`config.mk`:
```
export PLATFORM = sky130hd
export DESIGN_NAME = spi_byte_master
export DESIGN_NICKNAME = d
export VERILOG_FILES = /design/src/rtl/spi_bm_pkg.sv /design/src/rtl/spi_bm_ctrl.sv /design/src/rtl/spi_bm_dpath.sv /design/src/rtl/spi_byte_master.sv
export SDC_FILE = /design/constraint.sdc
export NUM_CORES = 1
export LEC_CHECK = 0
export ABC_AREA = 1
export BUFFER_PORTS_ARGS = -buffer_cell sky130_fd_sc_hd__buf_2
export CAP_MARGIN = 20
export CORE_MARGIN = 3
export CORE_UTILIZATION = 38
export CTS_CLUSTER_DIAMETER = 150
export DETAILED_ROUTE_END_ITERATION = 16
export SYNTH_ARGS = -nofsm -noshare
export SYNTH_HDL_FRONTEND = slang
export SYNTH_SLANG_ARGS = --single-unit
```
`constraint.sdc`:
```
create_clock -name clk -period 5.5 [get_ports clk]
set_input_delay 0.55 -clock clk [delete_from_list [all_inputs] [get_ports clk]]
set_output_delay 0.55 -clock clk [all_outputs]
set_load 0.05 [all_outputs]
```
`src/rtl/spi_bm_pkg.sv`:
```
package spi_bm_pkg;

  typedef enum logic [1:0] {
    XF_IDLE  = 2'd0,
    XF_SHIFT = 2'd1,
    XF_TAIL  = 2'd2
  } xferState_t;

  // strobes from control to datapath
  typedef struct packed {
    logic loadCfg;
    logic loadHi;
    logic loadLo;
    logic launch;    // leading SCLK edge: drive next MOSI bit
    logic sample;    // trailing SCLK edge: capture MISO
    logic active;    // transfer in progress this cycle
    logic busyNext;  // transfer in progress next cycle
  } ctrlStrobes_t;

endpackage

```
`src/rtl/spi_bm_ctrl.sv`:
```
module spi_bm_ctrl
  import spi_bm_pkg::*;
#(
  parameter int FRAME_W   = 16,
  parameter int DIV_SEL_W = 4
) (
  input  logic                 clk,
  input  logic                 rst,
  input  logic                 wrEn,
  input  logic                 startReq,
  input  logic                 cfgSel,
  input  logic                 byteSel,
  input  logic [DIV_SEL_W-1:0] divSel,
  output logic                 busy,
  output ctrlStrobes_t         st
);
  localparam int CNT_W = 2 ** DIV_SEL_W;
  localparam int BIT_W = $clog2(FRAME_W);

  logic wrSync, startSync, startPrev;
  xferState_t state, stateNext;
  logic [CNT_W-1:0] divCnt, halfLast;
  logic [BIT_W-1:0] bitCnt;
  logic phaseTrail;
  logic tick, startEdge, idle, lastBit;

  always_ff @(posedge clk) begin
    if (rst) begin
      wrSync    <= 1'b0;
      startSync <= 1'b0;
      startPrev <= 1'b0;
    end else begin
      wrSync    <= wrEn;
      startSync <= startReq;
      startPrev <= startSync;
    end
  end

  assign idle      = (state == XF_IDLE);
  assign startEdge = startSync & ~startPrev;
  assign halfLast  = (CNT_W'(1) << divSel) - CNT_W'(1);
  assign tick      = !idle && (divCnt == halfLast);
  assign lastBit   = (bitCnt == BIT_W'(FRAME_W - 1));

  always_comb begin
    stateNext = state;
    unique case (state)
      XF_IDLE:  if (startEdge) stateNext = XF_SHIFT;
      XF_SHIFT: if (tick && phaseTrail && lastBit) stateNext = XF_TAIL;
      XF_TAIL:  if (tick) stateNext = XF_IDLE;
      default:  stateNext = XF_IDLE;
    endcase
  end

  always_ff @(posedge clk) begin
    if (rst) begin
      state      <= XF_IDLE;
      divCnt     <= '0;
      bitCnt     <= '0;
      phaseTrail <= 1'b0;
    end else begin
      state  <= stateNext;
      divCnt <= (idle || tick) ? '0 : divCnt + CNT_W'(1);
      if (idle) begin
        bitCnt     <= '0;
        phaseTrail <= 1'b0;
      end else if (tick && state == XF_SHIFT) begin
        phaseTrail <= ~phaseTrail;
        if (phaseTrail && !lastBit) bitCnt <= bitCnt + BIT_W'(1);
      end
    end
  end

  always_comb begin
    st          = '0;
    st.loadCfg  = idle && wrSync && cfgSel;
    st.loadHi   = idle && wrSync && !cfgSel && byteSel;
    st.loadLo   = idle && wrSync && !cfgSel && !byteSel;
    st.launch   = tick && (state == XF_SHIFT) && !phaseTrail;
    st.sample   = tick && (state == XF_SHIFT) && phaseTrail;
    st.active   = !idle;
    st.busyNext = (stateNext != XF_IDLE);
  end

  assign busy = !idle;

  // at most one register action per cycle
  p_strobe_onehot_r4: assert property (@(posedge clk) disable iff (rst)
    $onehot0({st.launch, st.sample, st.loadCfg, st.loadHi, st.loadLo}));

  // divider never runs past the selected half period
  p_div_bound_r3: assert property (@(posedge clk) disable iff (rst)
    busy |-> divCnt <= halfLast);

  // busy only ends after the final bit was exchanged
  p_end_after_last_r5: assert property (@(posedge clk) disable iff (rst)
    $fell(busy) |-> lastBit && !phaseTrail);

endmodule

```
`src/rtl/spi_bm_dpath.sv`:
```
module spi_bm_dpath
  import spi_bm_pkg::*;
#(
  parameter int HOST_W    = 8,
  parameter int DIV_SEL_W = 4
) (
  input  logic                 clk,
  input  logic                 rst,
  input  ctrlStrobes_t         st,
  input  logic [HOST_W-1:0]    dataIn,
  input  logic                 byteSel,
  input  logic                 miso,
  output logic [HOST_W-1:0]    dataOut,
  output logic [DIV_SEL_W-1:0] divSel,
  output logic                 csOut,
  output logic                 sclk,
  output logic                 mosi
);
  localparam int FRAME_W = 2 * HOST_W;
  localparam int CFG_W   = DIV_SEL_W + 2;
  localparam int CS_BIT  = DIV_SEL_W;
  localparam int POL_BIT = DIV_SEL_W + 1;

  logic [CFG_W-1:0]   cfgQ, cfgD;
  logic [FRAME_W-1:0] shiftReg;

  assign cfgD   = st.loadCfg ? dataIn[CFG_W-1:0] : cfgQ;
  assign divSel = cfgQ[DIV_SEL_W-1:0];

  always_ff @(posedge clk) begin
    if (rst) begin
      cfgQ     <= '0;
      shiftReg <= '0;
      mosi     <= 1'b0;
      sclk     <= 1'b0;
      csOut    <= 1'b1;
    end else begin
      cfgQ <= cfgD;
      if (st.loadHi) shiftReg[FRAME_W-1:HOST_W] <= dataIn;
      if (st.loadLo) shiftReg[HOST_W-1:0] <= dataIn;
      if (st.sample) shiftReg <= {shiftReg[FRAME_W-2:0], miso};
      if (st.launch) mosi <= shiftReg[FRAME_W-1];
      if (!st.busyNext)   sclk <= cfgD[POL_BIT];
      else if (st.launch) sclk <= ~cfgQ[POL_BIT];
      else if (st.sample) sclk <= cfgQ[POL_BIT];
      csOut <= st.busyNext ? cfgD[CS_BIT] : ~cfgD[CS_BIT];
    end
  end

  always_comb begin
    if (st.active)   dataOut = '0;
    else if (byteSel) dataOut = shiftReg[FRAME_W-1:HOST_W];
    else              dataOut = shiftReg[HOST_W-1:0];
  end

  // chip select held at the active level through a transfer
  p_cs_active_r6: assert property (@(posedge clk) disable iff (rst)
    st.active |-> csOut == cfgQ[CS_BIT]);

  // SCLK parked at CPOL while idle
  p_sclk_idle_r7: assert property (@(posedge clk) disable iff (rst)
    !st.active |-> sclk == cfgQ[POL_BIT]);

  // MOSI moves only on a leading edge
  p_mosi_launch_r8: assert property (@(posedge clk) disable iff (rst)
    !st.launch |=> $stable(mosi));

  // during a transfer only sampling alters the data word
  p_data_hold_r9: assert property (@(posedge clk) disable iff (rst)
    (st.active && !st.sample) |=> $stable(shiftReg));

endmodule

```
`src/rtl/spi_byte_master.sv`:
```
module spi_byte_master
  import spi_bm_pkg::*;
#(
  parameter int HOST_W    = 8,
  parameter int DIV_SEL_W = 4
) (
  input  logic              clk,
  input  logic              rst,
  input  logic [HOST_W-1:0] dataIn,
  output logic [HOST_W-1:0] dataOut,
  input  logic              wrEn,
  input  logic              byteSel,
  input  logic              cfgSel,
  input  logic              startReq,
  output logic              busy,
  output logic              csOut,
  output logic              sclk,
  output logic              mosi,
  input  logic              miso
);
  localparam int FRAME_W = 2 * HOST_W;

  ctrlStrobes_t         st;
  logic [DIV_SEL_W-1:0] divSel;

  spi_bm_ctrl #(.FRAME_W(FRAME_W), .DIV_SEL_W(DIV_SEL_W)) u_ctrl (
    .clk(clk), .rst(rst), .wrEn(wrEn), .startReq(startReq),
    .cfgSel(cfgSel), .byteSel(byteSel), .divSel(divSel),
    .busy(busy), .st(st)
  );

  spi_bm_dpath #(.HOST_W(HOST_W), .DIV_SEL_W(DIV_SEL_W)) u_dpath (
    .clk(clk), .rst(rst), .st(st), .dataIn(dataIn), .byteSel(byteSel),
    .miso(miso), .dataOut(dataOut), .divSel(divSel),
    .csOut(csOut), .sclk(sclk), .mosi(mosi)
  );

endmodule

```
==> metrics.txt, run 1 <==
DR WL met2 4117 um; DRT met1 WL 4282 um; internal power 529.7 uW; drt first pass iters 5; core occupancy in the finished layout 43.20%; count of final setup violators 0; Vias per Instance 5.079; Post-CTS Setup Repair Bufs 0; DR WL met3 445 um; antenna diode count 0; die area 9959 um2; maximum VDD drop 0.1205 mV; clock sinks 51; async set-reset flop share out of synthesis 0%; H-tree depth 2; setup tns final 0 ns; Max-Cap Viols 0; I/O pin count 27; max layer used met4; mapped cell area 3343 um2; Detailed Place HPWL 6799 um; GRT Util Overall 18.44%; synthesis-to-finish area growth 8.308%; CP Max Fanout 34; largest net degree at the start of global routing 35; Seq/Total Area, Yosys 30.54%; DR iter-0 viols 240; total routed wirelength 8922 um; CP arrival 3.72 ns; final slew viol count 0; # hold bufs at CTS 0; grt ovf 0; number of cell rows 33; CTS tree built; Cells after Synth 557; Initial Util 39.89%; I/O Buffers 26; Area after DPL 3527 um2; sequential share of power 47.6%; Die Y 99.80 um; Layout fillers 926; HP Class primary input to flop; #FFs+latches synth 51; Hold Fails Final Rpt 0; Clock Root Buffer clkbuf_8; net switching power figure 286.6 uW; GPL Wtd Cong 0.9515; core area 8382 um2; Tmin final 3.450 ns; critical path class flop to flop; Final period util 62.73%; Final nets 595; slew margin rel. 52.12%; first-pass GRT wire length 15080 um; number of synthesized flops with an enable pin 0; Clk pwr share 29.4%; Worst-Skew Late Latency 0.32 ns; post_cts resized 0; status finished, final reports clean; Synthesized Nets 575; initial antenna violation count 0; most used flip-flop cell after synthesis dfxtp_1; Comb pwr share 23.0%; Avg Cell Area, Syn 6.002 um2; Worst-Margin Slew 0.7159 ns; Final ANT Viol Nets 0; vias in the first global route 3226; Pwr Density 225.5 nW/um2; worst slack at placement 2.138 ns; nature of the critical path startpoint flop; via count 3469; clk slew on worst S/H paths 0.12 ns; Crit path required time 5.77 ns; switching share of power 35.11%; clock buffer depth 2; per-cell routed wire length 13.06 um; TritonCTS Buffers 5; post-route setup slack 2.050 ns; YS warnings 0; DRC 0; Die Wd 99.80 um; Leakage 0.001798 uW; share of cells above drive strength 1 10.73%; clock skew 0.01596 ns; count of different cell masters after synthesis 32; RSZ-0062 raised after global routing false; final instance area 3621 um2; DP Cell Count 675; f_max 289.8 MHz; Crit. End Element flop; Cell Count, Final, Fillers Out 683
## flip-flops by register name (all words and copies together) (netlist names)
| signal | cells |
|---|---|
| u_ctrl.divCnt | 16 |
| u_dpath.csOut | 1 |
| u_dpath.cfgQ | 6 |
| u_ctrl.wrSync | 1 |
| u_dpath.shiftReg | 16 |
| u_ctrl.phaseTrail | 1 |
| u_ctrl.state | 2 |
| u_ctrl.startPrev | 1 |
| u_dpath.sclk | 1 |
| u_ctrl.startSync | 1 |
| u_dpath.mosi | 1 |
| u_ctrl.bitCnt | 4 |
## stage by stage
step / power [uW] / hold slack [ns]
finish: 816.4 / 0.4214
global route: 866.1 / 0.4247
CTS: 823.9 / 0.4179
detailed placement: 583.4 / 0.4272
global placement: 581.5 / 0.4221
floorplan: 541.5 / 0.4107
## synthesized netlist by cell type, types with 2 or more instances
cell type  number  area share (%)
a21oi_1        20             3.0
buf_2           5            0.75
buf_4           2            0.45
buf_6           2            0.67
clkbuf_1        4            0.45
clkinv_1        4            0.45
dfxtp_1        51              31
ha_1            3             1.1
inv_1          74             8.3
inv_2           5            0.56
nand2_1       170              19
nand2_2         8             1.5
nand3_1        77              12
nand3_2         3            0.90
nand4_1         7             1.3
nor2_1         65             7.3
nor2_2          5            0.94
nor2_4          2            0.67
nor3_1          7             1.0
nor3b_1         4            0.90
nor4_1          5            0.94
o21ai_0        15             2.2
o21ai_1         3            0.45
xor2_1          8             2.1
## cell families (layout without fill, tap and decap cells)
kind of cell               after synthesis  count (layout)  synth area share, %
buffers and inverters                   96             117                11.64
xor gates and xnor gates                 8               8                2.096
AOI/OAI and AO/OA                       42              42                6.849
DFF                                     51              51                30.54
adders and majority gates                3               3                1.123
and+or+nand+nor                        357             357                47.75
## power by group through the flow
stage                     combinational [uW]  sequential (uW)  clock, uW
after floorplan                          143              398          0
after global placement                   185              397          0
after global routing                     213              390        263
final                                    188              389        240
after detailed placement                 186              397          0
after CTS                                187              389        248
## area by class of cell
type	instances	area (um2)	area share (%)
multi-input cells	410	1933	53.39
flip-flops and latches	51	1021	28.20
inverters	83	311.5	8.604
clock inverters	3	25.02	0.6911
repair buffers	26	130.1	3.594
clock buffers	5	68.82	1.900
well taps	105	131.4	3.628
## placed cells by master, fill, tap and decap left out, drive strengths merged
| master | synthesis | routed |
|---|---|---|
| o21ai | 19 | 19 |
| clkbuf | 4 | 5 |
| inv | 79 | 81 |
| a21oi | 21 | 21 |
| dfxtp | 51 | 51 |
| nor3b | 4 | 4 |
| nand3 | 80 | 80 |
| nand3b | 1 | 1 |
| clkinvlp | 0 | 1 |
| clkinv | 4 | 4 |
| ha | 3 | 3 |
| nand4 | 7 | 7 |
| nor4 | 5 | 5 |
| a31oi | 1 | 1 |
| nor2 | 73 | 73 |
| xor2 | 8 | 8 |
| a21boi | 1 | 1 |
| nand2 | 179 | 179 |
| buf | 9 | 26 |
| nor3 | 8 | 8 |
## critical path: stages (launching register included)
cell     delay (ns)
dfxtp_1        0.66
inv_1          0.21
nand3_1        0.14
ha_1           0.25
inv_1          0.11
a21oi_4        0.22
nand2_1        0.11
nand3_1        0.15
nand2_1        0.10
nor2_1         0.11
nand2_1        0.06
nor2_1         0.18
nand3_2        0.54
nor2_1         0.34
o21ai_0        0.13
nor2_1         0.10
## worst paths after layout
check | startpoint | to | slack, ns | depth (start not counted)
max | u_dpath.cfgQ[1]$_SDFFE_PP0P_ | u_ctrl.bitCnt[1]$_SDFFE_PP0P_ | 2.05 | 15
min | wrEn | u_ctrl.wrSync$_SDFF_PP0_ | 0.42 | 3
min reg2reg | u_ctrl.startSync$_SDFF_PP0_ | u_ctrl.startPrev$_SDFF_PP0_ | 0.44 | 2
max reg2reg | u_dpath.cfgQ[1]$_SDFFE_PP0P_ | u_ctrl.bitCnt[1]$_SDFFE_PP0P_ | 2.05 | 15
## routing by layer
layer / vias up / global-route usage [%]
met4: 0 / 4.202
li1: 1796 / -
met1: 1575 / 24.93
met2: 88 / 31.09
met3: 10 / 2.710
met5: - / 0
(Power assumes the default switching activity.)
==> run 2: changes to the inputs <==
--- a/config.mk
+++ b/config.mk
@@ -5,7 +5,7 @@
 export SDC_FILE = /design/constraint.sdc
 export NUM_CORES = 1
 export LEC_CHECK = 0
-export ABC_AREA = 1
+export ABC_AREA = 0
 export BUFFER_PORTS_ARGS = -buffer_cell sky130_fd_sc_hd__buf_2
 export CAP_MARGIN = 20
 export CORE_MARGIN = 3
==> constraint.sdc (replaced) <==
create_clock -name clk -period 3 [get_ports clk]
set_input_delay 0.3 -clock clk [delete_from_list [all_inputs] [get_ports clk]]
set_output_delay 0.3 -clock clk [all_outputs]
set_load 0.05 [all_outputs]
==> run 2 against run 1 <==
The run now ends with negative setup slack left. Global-route usage decreased by 3.0 points. Critical path depth down 1. Register-to-register slack worse by 2.1 ns. Clock-buffer cell count increased by 1. Worst hold slack worse by 0.22 ns. Combinational power is 65% higher. Clock power rose by 110%. Clock skew decreased by 0.0043 ns. Power up 87%.
==> metrics.txt, run 2 <==
xor and xnor area share after synthesis 6.189% (+4.1 points); post-route setup slack -0.007435 ns (-2.057 ns); switching share of power 27.18% (-7.9 points); most frequent cell after synthesis nor2_1; sequential share of power 46.0% (-1.6 points); I/O pin count 27 (unchanged); worst-path cell chain nor2_4 > nand3b_1 > ha_4 > buf_6 > xnor2_4 > mux2i_1 > a221o_1 > a2111o_1 > buf_6 > nor4_4 > buf_6 > buf_12 > mux2i_2 > nor2_1; area leader, netlist dfxtp_1; I/O Buffers 26 (unchanged); Crit. End Element flop; most frequent cells in the layout 60 x nor2_1, 47 x dfxtp_1, 29 x mux2i_1, 26 x buf_2, 19 x buf_4; Crit path top cell by count buf_6; via count 2619 (-25%); HP Class primary input to flop; clock skew 0.01169 ns (-0.004271 ns); final slew viol count 0 (unchanged); async set-reset flop share out of synthesis 0% (unchanged); #FFs+latches synth 51 (unchanged); clock sinks 51 (unchanged); Design Power 1527 uW (+87%); Top Registers u_ctrl.divCnt x16, u_dpath.shiftReg x16, u_dpath.cfgQ x6; Clock Root Buffer clkbuf_8; status finished with violations; GPL Wtd Cong 0.8467 (-11%); top cells by area, synth dfxtp_1 34%, mux2i_1 10%, nor2_1 7.7%; Final ANT Viol Nets 0 (unchanged); net switching power figure 415.2 uW (+45%); Die Y 94.43 um (-5.4%); die area 8917 um2 (-10%); most common cell after layout, fill and taps aside nor2_1; Seq/Total Area, Yosys 34.36% (+3.8 points); Critical-path top delay cell a221o_1; CTS tree built; Hold Fails Final Rpt 0 (unchanged); core area 7408 um2 (-12%); Comb pwr share 20.3% (-2.7 points); Pwr Density 413.0 nW/um2 (+83%); maximum VDD drop 0.2499 mV (+110%); Post-synth top cells 61 x nor2_1, 51 x dfxtp_1, 30 x mux2i_1; violations in the final reports negative setup slack; share of cells above drive strength 1 27.91% (+17 points); mapped cell area 2972 um2 (-11%); most used flip-flop cell after synthesis dfxtp_1; grt ovf 0 (unchanged); DRC 0 (unchanged); Worst-Skew Late Latency 0.31 ns (about the same); Worst-Margin Slew 0.6896 ns (-0.02631 ns); Final nets 404 (-32%); # hold bufs at CTS 0 (unchanged); RSZ-0062 raised after global routing true; clk slew on worst S/H paths 0.10 ns (-0.02 ns); Leakage 0.001403 uW (-22%); mux cell area share after synthesis 16.55% (+17 points); largest net degree at the start of global routing 34 (-2.9%); Detailed Place HPWL 4696 um (-31%); CP Max Fanout 7 (-79%); DR iter-0 viols 125 (-48%); Synth Area in Compound Gates 11.49% (+4.6 points); Cell Count, Final, Fillers Out 486 (-29%); drt first pass iters 4 (-1); clock buffer depth 2 (unchanged); internal power 1112 uW (+110%); DP Cell Count 463 (-31%); YS warnings 0 (unchanged); Tmin final 3.007 ns (-0.4426 ns); largest family of logic cells by synthesized area simple AND/OR/NAND/NOR gates; slew margin rel. 53.42% (+1.3 points); Die Wd 94.43 um (-5.4%); count of final setup violators 2 (+2); Final period util 100.2% (+38 points); vias in the first global route 2349 (-27%); count of different cell masters after synthesis 55 (+72%); synthesis-to-finish area growth 24.46%; setup tns final -0.01056 ns (-0.01056 ns); GRT Util Overall 15.40% (-3.0 points); Clk pwr share 33.7% (+4.3 points); share of the synthesized area in the top cell type 34.36% (+3.8 points); Synth Area in Simple Gates 25.94% (-22 points); per-cell routed wire length 14.69 um (+12%); Synthesized Nets 366 (-36%); H-tree depth 2 (unchanged); Cells after Synth 348 (-38%); post-synthesis adder-cell area fraction 1.263% (+0.14 points); number of cell rows 31 (-6.1%); worst slack at placement -0.1129 ns (-2.251 ns); initial antenna violation count 0 (unchanged); TritonCTS Buffers 5 (unchanged); Crit path required time 3.18 ns (-2.59 ns); nature of the critical path startpoint flop; f_max 332.5 MHz (+15%); critical path class flop to flop; first-pass GRT wire length 11210 um (-26%); Avg Cell Area, Syn 8.539 um2 (+42%); CP max stage delay 0.37 ns (-0.29 ns); Max-Cap Viols 0 (unchanged); total routed wirelength 7140 um (-20%); Initial Util 40.11% (+0.22 points); CP arrival 3.19 ns (-0.53 ns); number of synthesized flops with an enable pin 0 (unchanged); Vias per Instance 5.389 (+6.1%); antenna diode count 0 (unchanged)
==> run 2: cell types whose count changed in the layout (fill, tap and decap cells not counted), sizes merged, moves of 9 or more <==
cell   change
o21ai     -14
mux2      +17
buf       +26
nor2b      +9
nand2    -164
inv       -76
nor2      -12
xnor2     +12
nand3     -74
mux2i     +30
==> run 2: final timing paths <==
| kind | from | end | slack, ns | cells past startpoint |
|---|---|---|---|---|
| hold / removal | wrEn | u_ctrl.wrSync$_SDFF_PP0_ | 0.20 | 2 |
| setup reg to reg | u_dpath.cfgQ[1]$_SDFFE_PP0P_ | u_dpath.shiftReg[7]$_SDFFE_PP0P_ | -0.007 | 14 |
| setup / recovery | u_dpath.cfgQ[1]$_SDFFE_PP0P_ | u_dpath.shiftReg[7]$_SDFFE_PP0P_ | -0.007 | 14 |
| hold reg to reg | u_ctrl.startSync$_SDFF_PP0_ | u_ctrl.startPrev$_SDFF_PP0_ | 0.47 | 1 |
==> run 2: cell type report <==
class | count | area [um2]
fillers | 700 | 3710
multi-input cells | 269 | 1989
flip-flops and latches | 51 | 1026
repair buffers | 54 | 419.2
well taps | 99 | 123.9
clock buffers | 6 | 82.58
clock inverters | 2 | 38.79
inverters | 5 | 18.77
==> run 2: routing by layer <==
layer	GRT usage, %	up-vias	routed length, um
met5	0	-	0
met4	3.851	0	99
met3	2.390	10	155
met2	24.47	35	3282
met1	21.80	1253	3602
li1	-	1321	-
==> run 2: stage by stage <==
stage	utilization (%)	hold WS, ns	area (um2)
global route	49.92	0.2197	3699
global placement	44.08	0.4546	3266
finish	49.92	0.1965	3699
CTS	47.93	0.1899	3551
detailed placement	44.08	0.4548	3266
floorplan	-	0.4282	3039
==> run 2: timing repair <==
| item | CTS | global route |
|---|---|---|
| setup endpoints to repair | 29 | 40 |
| resized for setup | 18 | 20 |
| cloned | 0 | 2 |
| pin swaps | 13 | 15 |
| buffers inserted | 11 | 3 |
==> run 2: logic make-up (layout without fill, tap and decap cells) <==
logic type,after synthesis,after routing
AOI/OAI and AO/OA,49,49
DFF,51,51
adders and majority gates,3,3
muxes,47,47
and+or+nand+nor,149,149
buffers and inverters,28,67
xor gates and xnor gates,21,21
==> run 2: power by group through the flow <==
stage	clock, uW	sequential, uW	combinational, uW
2_1_floorplan	0	724	169
3_3_place_gp	0	717	229
3_5_place_dp	0	718	231
4_1_cts	524	703	284
5_1_grt	550	705	335
6_report	515	703	310
==> run 2: critical path, delay by kind of cell (launching register included) <==
family | cells | cell delay (ns)
AO/OA/AOI/OAI | 2 | 0.72
buffers and inverters | 4 | 0.56
AND/OR/NAND/NOR | 4 | 0.54
multiplexers | 2 | 0.36
flip-flops | 1 | 0.35
adder cells (fa/ha/maj) | 1 | 0.22
XOR/XNOR | 1 | 0.12
==> run 3: changes to the inputs <==
--- a/config.mk
+++ b/config.mk
@@ -9,9 +9,10 @@
 export BUFFER_PORTS_ARGS = -buffer_cell sky130_fd_sc_hd__buf_2
 export CAP_MARGIN = 20
 export CORE_MARGIN = 3
-export CORE_UTILIZATION = 38
+export CORE_UTILIZATION = 45
 export CTS_CLUSTER_DIAMETER = 150
 export DETAILED_ROUTE_END_ITERATION = 16
+export PLACE_DENSITY = 0.66
 export SYNTH_ARGS = -nofsm -noshare
 export SYNTH_HDL_FRONTEND = slang
 export SYNTH_SLANG_ARGS = --single-unit
==> run 3 against run 2 <==
The run still ends with negative setup slack left. Register-to-register slack lost 0.06 ns. Clock power shrank 4.3%. Combinational power shrank 10%. Sequential share of layout area grew 1.5 points. Critical path depth shrank 3. Global-route usage grew 2.9 points. Routed wire length shrank 5.8%. Critical path type unchanged. Largest power group unchanged.
==> metrics.txt, run 3 (same netlist as run 2, synthesis figures left out) <==
clock buffer depth 2 (unchanged); setup tns final -0.1890 ns (-0.1784 ns); f_max 326.3 MHz (-1.9%); clock skew 0.01740 ns (+0.005710 ns); die area 7614 um2 (-15%); Detailed Place HPWL 4828 um (+2.8%); slew margin rel. 61.83% (+8.4 points); I/O Buffers 26 (unchanged); synthesis-to-finish area growth 17.68%; post-route setup slack -0.06510 ns (-0.05767 ns); Clock Root Buffer clkbuf_8; nature of the critical path startpoint flop; H-tree depth 2 (unchanged); drt first pass iters 4 (unchanged); Worst-Margin Slew 0.5725 ns (-0.1171 ns); violations in the final reports negative setup slack; Vias per Instance 5.645 (+4.8%); Pwr Density 421.5 nW/um2 (+2.1%); net switching power figure 404.3 uW (-2.6%); status finished with violations; HP Class primary input to flop; Final nets 396 (-2.0%); Die Wd 87.26 um (-7.6%); Top Registers u_ctrl.divCnt x16, u_dpath.shiftReg x16, u_dpath.cfgQ x6; via count 2563 (-2.1%); Hold Fails Final Rpt 0 (unchanged); largest net degree at the start of global routing 34 (unchanged); per-cell routed wire length 14.82 um (+0.89%); maximum VDD drop 0.2296 mV (-8.1%); Crit. End Element flop; TritonCTS Buffers 5 (unchanged); Initial Util 48.19% (+8.1 points); initial antenna violation count 0 (unchanged); Buf/Inv on CP 1 (-3); core area 6166 um2 (-17%); CP max stage delay 0.51 ns (+0.14 ns); Comb pwr share 18.9% (-1.4 points); DR iter-0 viols 151 (+21%); GPL Wtd Cong 0.8482 (+0.18%); RSZ-0062 raised after global routing true; Critical-path top delay cell or4_1; grt ovf 0 (unchanged); share of cells above drive strength 1 21.64% (-6.3 points); number of cell rows 28 (-9.7%); CP arrival 3.32 ns (+0.13 ns); first-pass GRT wire length 11290 um (+0.68%); antenna diode count 0 (unchanged); Tmin final 3.065 ns (+0.05767 ns); Max-Cap Viols 0 (unchanged); Final period util 102.2% (+1.9 points); Multi-input gate area 1912 um2 (-3.9%); Crit path required time 3.26 ns (+0.08 ns); Clk pwr share 33.4% (-0.3 points); critical path class flop to flop; DRC 0 (unchanged); internal power 1070 uW (-3.8%); Min Hold Slack 0.1922 ns (-0.004374 ns); vias in the first global route 2468 (+5.1%); CTS tree built; most common cell after layout, fill and taps aside nor2_1; CP Max Fanout 6 (-1); GRT Util Overall 18.26% (+2.9 points); I/O pin count 27 (unchanged); Worst-Skew Late Latency 0.32 ns (about the same); sequential share of power 47.7% (+1.7 points); register area 1022 um2 (-0.37%); Layout fillers 550 (-21%); final slew viol count 0 (unchanged); Leakage 0.001340 uW (-4.5%); Final ANT Viol Nets 0 (unchanged); count of final setup violators 4 (+2); most frequent cells in the layout 60 x nor2_1, 50 x dfxtp_1, 30 x mux2i_1, 26 x buf_2, 17 x mux2_2; worst-path cell chain nor2_4 > nand3b_1 > ha_4 > buf_12 > nor4bb_4 > o21bai_1 > a221o_1 > a2111o_1 > or3_4 > or4_1 > a21oi_1; clk slew on worst S/H paths 0.11 ns (about the same); switching share of power 27.43% (+0.24 points); delay-heaviest family, CP simple AND/OR/NAND/NOR gates; total routed wirelength 6729 um (-5.8%); clock sinks 51 (unchanged); Die Y 87.26 um (-7.6%)
==> run 3: changes by cell type in the layout (fill, tap and decap cells not counted), sizes merged <==
cell      delta
clkbuf       -2
clkinvlp     +1
buf          -7
==> run 3: timing repair <==
action,4_1_cts,5_1_grt
gates cloned,0,1
hold buffers,0,0
buffers inserted,1,0
resized for setup,7,5
pin swaps,1,2
setup endpoints to repair,23,39
==> run 3: power groups by stage <==
stage	Combinational (uW)	Sequential (uW)	Clock (uW)
2_1_floorplan	169	724	0
4_1_cts	263	702	503
3_5_place_dp	250	718	0
3_3_place_gp	246	717	0
6_report	279	702	493
5_1_grt	303	705	524
==> run 3: final timing paths <==
| path | startpoint | to | slack, ns | depth (start not counted) |
|---|---|---|---|---|
| hold / removal | wrEn | u_ctrl.wrSync$_SDFF_PP0_ | 0.19 | 2 |
| hold reg to reg | u_ctrl.startSync$_SDFF_PP0_ | u_ctrl.startPrev$_SDFF_PP0_ | 0.47 | 1 |
| setup reg to reg | u_dpath.cfgQ[1]$_SDFFE_PP0P_ | u_ctrl.bitCnt[1]$_SDFFE_PP0P_ | -0.07 | 11 |
| setup / recovery | u_dpath.cfgQ[1]$_SDFFE_PP0P_ | u_ctrl.bitCnt[1]$_SDFFE_PP0P_ | -0.07 | 11 |
==> run 3: stage by stage <==
step	utilization (%)	cell area (um2)	total power, uW	std cells	worst slack, ns
2_1_floorplan	-	3039	893.0	348	-0.3085
3_3_place_gp	53.29	3286	963.6	444	-0.02759
3_5_place_dp	53.29	3286	967.1	444	-0.07469
4_1_cts	55.88	3446	1468	453	-0.03323
5_1_grt	56.72	3497	1533	454	-0.2151
6_report	56.72	3497	1474	454	-0.06510
==> run 3: per-layer routing <==
layer | part of all wire (%) | wire length [um] | GRT usage [%]
met5 | 0 | 0 | 0
met4 | 0.80 | 54 | 4.324
met3 | 2.2 | 149 | 2.933
met2 | 45 | 3039 | 28.49
met1 | 52 | 3485 | 26.32
==> run 3: area by class of cell <==
class | instances | share of cell area (%)
multi-input combinational | 269 | 54.67
sequential | 51 | 29.23
timing repair buffer | 46 | 9.589
tap | 75 | 2.683
clock buffer | 5 | 1.968
clock inverter | 3 | 1.324
inverter | 5 | 0.5367
==> run 3: worst register-to-register path, cell delays in order, from the launching register on <==
cell      delay, ns
dfxtp_2        0.34
nor2_4         0.11
nand3b_1       0.13
ha_4           0.21
buf_12         0.13
nor4bb_4       0.27
o21bai_1       0.11
a221o_1        0.35
a2111o_1       0.32
or3_4          0.40
or4_1          0.51
a21oi_1        0.15
